File: config.mk
export PLATFORM = sky130hd
export DESIGN_NAME = vcarry_addsub
export DESIGN_NICKNAME = d
export VERILOG_FILES = /design/src/rtl/vcarry_pkg.sv /design/src/rtl/vcarry_lane.sv /design/src/rtl/vcarry_flags.sv /design/src/rtl/vcarry_addsub.sv
export SDC_FILE = /design/constraint.sdc
export NUM_CORES = 1
export LEC_CHECK = 0
export ABC_CLOCK_PERIOD_IN_PS = 3800
export CORE_MARGIN = 5
export CORE_UTILIZATION = 27
export DETAILED_ROUTE_END_ITERATION = 16
export PLACE_DENSITY = 0.56
export SETUP_SLACK_MARGIN = 0.3
export SYNTH_ARGS = -nofsm -noshare
export SYNTH_HDL_FRONTEND = slang
export SYNTH_SLANG_ARGS = --single-unit
export TNS_END_PERCENT = 30
File: constraint.sdc
create_clock -name clk_i -period 3.8 [get_ports clk_i]
set_clock_uncertainty 0.2 [all_clocks]
set_input_delay 0.95 -clock clk_i [delete_from_list [all_inputs] [get_ports clk_i]]
set_output_delay 0.95 -clock clk_i [all_outputs]
set_load 0.005 [all_outputs]
File: src/rtl/vcarry_pkg.sv
package vcarry_pkg;
  typedef enum logic [1:0] {
    OP_ADD  = 2'd0,
    OP_SUB  = 2'd1,
    OP_ADDC = 2'd2,
    OP_SUBC = 2'd3
  } op_e;
endpackage

File: src/rtl/vcarry_lane.sv
module vcarry_lane
  import vcarry_pkg::*;
#(
  parameter int W = 16
) (
  input  logic [W-1:0] a_i,
  input  logic [W-1:0] b_i,
  input  logic         cin_i,
  input  op_e          op_i,
  output logic [W-1:0] res_o,
  output logic         co_o,
  output logic         ne_o
);
  logic [W:0] a_x, b_x, c_x, sum;

  assign a_x = {1'b0, a_i};
  assign b_x = {1'b0, b_i};
  assign c_x = {{W{1'b0}}, cin_i};

  // bit W of the 17-bit result is carry for add, borrow for sub
  always_comb begin
    unique case (op_i)
      OP_ADD:  sum = a_x + b_x + c_x;
      OP_SUB:  sum = a_x - b_x - c_x;
      OP_ADDC: sum = a_x + b_x;
      OP_SUBC: sum = a_x - b_x;
      default: sum = '0;
    endcase
  end

  assign res_o = sum[W-1:0];
  assign co_o  = sum[W];
  assign ne_o  = (a_i != b_i);
endmodule

File: src/rtl/vcarry_flags.sv
module vcarry_flags #(
  parameter int LANES = 8
) (
  input  logic               clk_i,
  input  logic               rst_ni,
  input  logic               upd_i,
  input  logic               clr_i,
  input  logic [LANES-1:0]   co_i,
  input  logic [LANES-1:0]   ne_i,
  output logic [2*LANES-1:0] flags_o
);
  logic [2*LANES-1:0] flags_q;

  always_ff @(posedge clk_i or negedge rst_ni) begin
    if (!rst_ni)    flags_q <= '0;
    else if (upd_i) flags_q <= {ne_i, co_i};
    else if (clr_i) flags_q <= '0;
  end

  assign flags_o = flags_q;

  p_clear_r7: assert property (@(posedge clk_i) disable iff (!rst_ni)
    clr_i && !upd_i |=> flags_o == '0);
  p_hold_flags_r8: assert property (@(posedge clk_i) disable iff (!rst_ni)
    !upd_i && !clr_i |=> $stable(flags_o));
  p_excl_ops: assert property (@(posedge clk_i) disable iff (!rst_ni)
    !(upd_i && clr_i));
endmodule

File: src/rtl/vcarry_addsub.sv
module vcarry_addsub
  import vcarry_pkg::*;
#(
  parameter int LANES = 8,
  parameter int W     = 16,
  localparam int VW   = LANES * W,
  localparam int FW   = 2 * LANES
) (
  input  logic          clk_i,
  input  logic          rst_ni,
  input  logic          valid_i,
  input  logic [1:0]    op_i,
  input  logic [VW-1:0] vs_i,
  input  logic [VW-1:0] vt_i,
  output logic [VW-1:0] res_o,
  output logic [FW-1:0] flags_o
);
  op_e              op;
  logic [VW-1:0]    res_d;
  logic [VW-1:0]    res_q;
  logic [LANES-1:0] co, ne;
  logic             carry_op;

  assign op       = op_e'(op_i);
  assign carry_op = (op == OP_ADDC) || (op == OP_SUBC);

  for (genvar i = 0; i < LANES; i++) begin : g_lane
    vcarry_lane #(.W(W)) u_lane (
      .a_i  (vs_i[i*W +: W]),
      .b_i  (vt_i[i*W +: W]),
      .cin_i(flags_o[i]),
      .op_i (op),
      .res_o(res_d[i*W +: W]),
      .co_o (co[i]),
      .ne_o (ne[i])
    );

    p_ne_r6: assert property (@(posedge clk_i) disable iff (!rst_ni)
      valid_i && carry_op |=>
        flags_o[LANES+i] == ($past(vs_i[i*W +: W]) != $past(vt_i[i*W +: W])));
    p_borrow_r5: assert property (@(posedge clk_i) disable iff (!rst_ni)
      valid_i && op == OP_SUBC && (vs_i[i*W +: W] < vt_i[i*W +: W]) |=> flags_o[i]);
  end

  vcarry_flags #(.LANES(LANES)) u_flags (
    .clk_i  (clk_i),
    .rst_ni (rst_ni),
    .upd_i  (valid_i && carry_op),
    .clr_i  (valid_i && !carry_op),
    .co_i   (co),
    .ne_i   (ne),
    .flags_o(flags_o)
  );

  always_ff @(posedge clk_i or negedge rst_ni) begin
    if (!rst_ni)      res_q <= '0;
    else if (valid_i) res_q <= res_d;
  end

  assign res_o = res_q;

  p_hold_res_r8: assert property (@(posedge clk_i) disable iff (!rst_ni)
    !valid_i |=> $stable(res_o));
  p_subc_equal_r5: assert property (@(posedge clk_i) disable iff (!rst_ni)
    valid_i && op == OP_SUBC && vs_i == vt_i |=> res_o == '0 && flags_o == '0);
  p_plain_clear_r7: assert property (@(posedge clk_i) disable iff (!rst_ni)
    valid_i && !carry_op |=> flags_o == '0);
endmodule

==> impl_metrics.tcl <==
set metrics [dict create \
    yosysSeqAreaShare_pct 13.6 \
    clkTransAtPathRegs_ns 0.08 \
    yosys_warnings 0 \
    clock-sinks 144 \
    netlist_area_um2 26500 \
    die_w_um 323 \
    period_needed_ns 3.82 \
    vdd_ir_drop_max_mv 0.239 \
    synth_cells 3641 \
    finalSetupTns_ns -0.0197 \
    cts_tree "built" \
    viasPerCell 5.19 \
    rows 115 \
    synthTopCellsByCount "349 x nor2_1, 306 x inv_1, 288 x ha_1" \
    htree_levels 4 \
    gp_congestion 0.885 \
    dieHeight_um 323 \
    max_freq_ghz 0.262 \
    synth-async-reset-ratio_pct 100 \
    drv_cap 0 \
    finalHoldViolCount 0 \
    yosysTopAreaCell "dfrtp_1" \
    leakagePower_uw 0.0196 \
    numCtsBuffers 17 \
    wl_per_cell_um 18.7 \
    worst_setup_path_start_kind "input port" \
    totalWireLength_mm 118 \
    post-route-drc-count 0 \
    syn_avg_cell_area_um2 7.28 \
    rsz0062_at_grt "yes" \
    slew_violations 0 \
    power_density_nw_per_um2 267 \
    grt_usage_pct 21.2 \
    pre_cts_ws_ns -1.11 \
    fin_nets 5568 \
    drt_iter0_drc 1584 \
    io_pins 405 \
    dp_hpwl_mm 91.3 \
    holdCritPathClass "input port to asynchronous set/reset pin" \
    critical_path_class "input port to register" \
    cp.arrival_ns 3.96 \
    cp-end-kind "register" \
    synth_edf_count 0 \
    fp.coreArea_um2 98000 \
    cp_slowest_cell "or4_4" \
    grt_pass1_vias 32700 \
    port_buffers 404 \
    crit_top_cell "or4_4" \
    synthToLayoutAreaGrowth_pct 71.4 \
    violations "setup timing" \
    grt_pass1_wl_mm 178 \
    vias 32700 \
    required_ns 3.94 \
    ys_seq_elements 144 \
    setup_ws_ns -0.0197 \
    drive_gt1_share_pct 40.1 \
    cp_max_fo 3 \
    overflow 0 \
    synth_most_common_cell "nor2_1" \
    path_buf_inv 2 \
    synthDistinctLibCells 107 \
    grt_start_max_net_pins 142 \
    relSlewSlack_pct 39.2 \
    yosysTopAreaCellShare_pct 13.6 \
    clockBufferDepth 2 \
    synth_nets 4206 \
    root_buffer "clkbuf_16" \
    dr.pass1.iters 5 \
    cp_cell_sequence "buf_8 -> ha_4 -> fa_2 -> nand2b_4 -> buf_6 -> a221oi_4 -> or4_4 -> o311ai_4 -> nand4_1 -> or3b_4 -> or4_4 -> or3_4 -> nand3_2 -> a31oi_1" \
    antenna_left 0 \
    fill_cells 9488 \
    setup_viol 1 \
    initial_core_util_pct 27.1 \
    synthTopCellsByArea "dfrtp_1 14%, ha_1 14%, nor2_1 4.9%, xnor2_1 4.9%, a21oi_1 4.7%" \
    die_area_um2 105000 \
    post-route-period-util_pct 101 \
    slowest_delay_ns 0.44 \
    crit_family "simple AND/OR/NAND/NOR gates" \
    clock_latency_ns 0.48 \
    holdWs_ns 0.242 \
    antenna_found_initial 5 \
    worst_slew_pin_slew_ns 0.912 \
    ys.flop_type "dfrtp_1" \
    status "finished with violations" \
]
area by class of cell:
| class | count | area [um2] | area share, % |
|---|---|---|---|
| Multi-Input combinational cell | 2973 | 25300 | 55.7 |
| Tap cell | 1287 | 1610 | 3.54 |
| Sequential cell | 144 | 3600 | 7.93 |
| Inverter | 311 | 1270 | 2.79 |
| Clock buffer | 19 | 453 | 0.997 |
| Antenna cell | 1 | 2.50 | 0.00551 |
| Timing Repair Buffer | 1556 | 13100 | 28.7 |
| Clock inverter | 13 | 150 | 0.330 |
repair_timing:
action	CTS	global route
endpoints found under the setup margin	92	80
gates resized for setup	750	466
hold buffers	0	0
buffers inserted	104	41
pin swaps	294	268
stage by stage:
stage               total power [uW]  cell area, um2  instances  util, %
finish                         12100           45400       6304     46.4
global route                   12900           45400       6304     46.4
CTS                            11700           43400       6262     44.3
detailed placement              9130           39700       6126     40.5
global placement                9080           39700       6126     40.5
floorplan                       5420           27300       3641        -
flip-flops by register name, summed over array words and instances, names as in the netlist:
name,flops
res_o,128
u_flags.flags_o,16
cells in the final DEF (no fill, tap or decap), types with 41 or more instances in the layout:
cell and count:
nand2_1 210, inv_1 240, a21oi_1 201, buf_6 103, nand3_1 63, a21oi_2 41, o211ai_1 65, a31oi_1 49
inv_2 51, buf_4 1070, o21a_1 59, a21o_1 52, nor2_1 321, nor3_1 118, xnor2_1 105, nor2b_1 45
ha_4 88, dfrtp_1 144, clkdlybuf4s50_1 266, nand2b_1 44, o21ai_0 134, ha_1 185
metal layers:
metal / wire [um] / track usage (%)
met4: 3630 / 7.17
met2: 58900 / 38.3
met5: 0 / 0
met3: 6180 / 4.28
met1: 49400 / 25.2
kinds of logic after synthesis:
logic type               count (synthesis)  synth area share, %
multiplexers                            66                 3.04
AND/OR/NAND/NOR                       1277                 24.6
flip-flops                             144                 13.6
buffers and inverters                  524                 7.66
adder cells (fa/ha/maj)                304                 14.8
XOR/XNOR                               184                 6.08
AO/OA/AOI/OAI                         1142                 30.2
worst paths after layout:
path,from,endpoint,slack [ns],cells past startpoint
max,vs_i[48],res_o[62]$_DFFE_PN0P_,-0.02,14
min,rst_ni,res_o[103]$_DFFE_PN0P_,0.24,1
max reg2reg,u_flags.flags_o[3]$_DFFE_PN0P_,res_o[62]$_DFFE_PN0P_,0.62,10
min reg2reg,res_o[100]$_DFFE_PN0P_,res_o[100]$_DFFE_PN0P_,0.28,1
max in group asynchronous,rst_ni,res_o[12]$_DFFE_PN0P_,2.28,2
min in group clk_i,res_o[100]$_DFFE_PN0P_,res_o[100]$_DFFE_PN0P_,0.28,1
report_power, final:
group	total [uW]	switching, uW	internal [uW]
clock	1870	860	1010
sequential	2110	293	1820
combinational	8120	3890	4230
total	12100	5040	7070
Power figures use the tool's default switching activity.
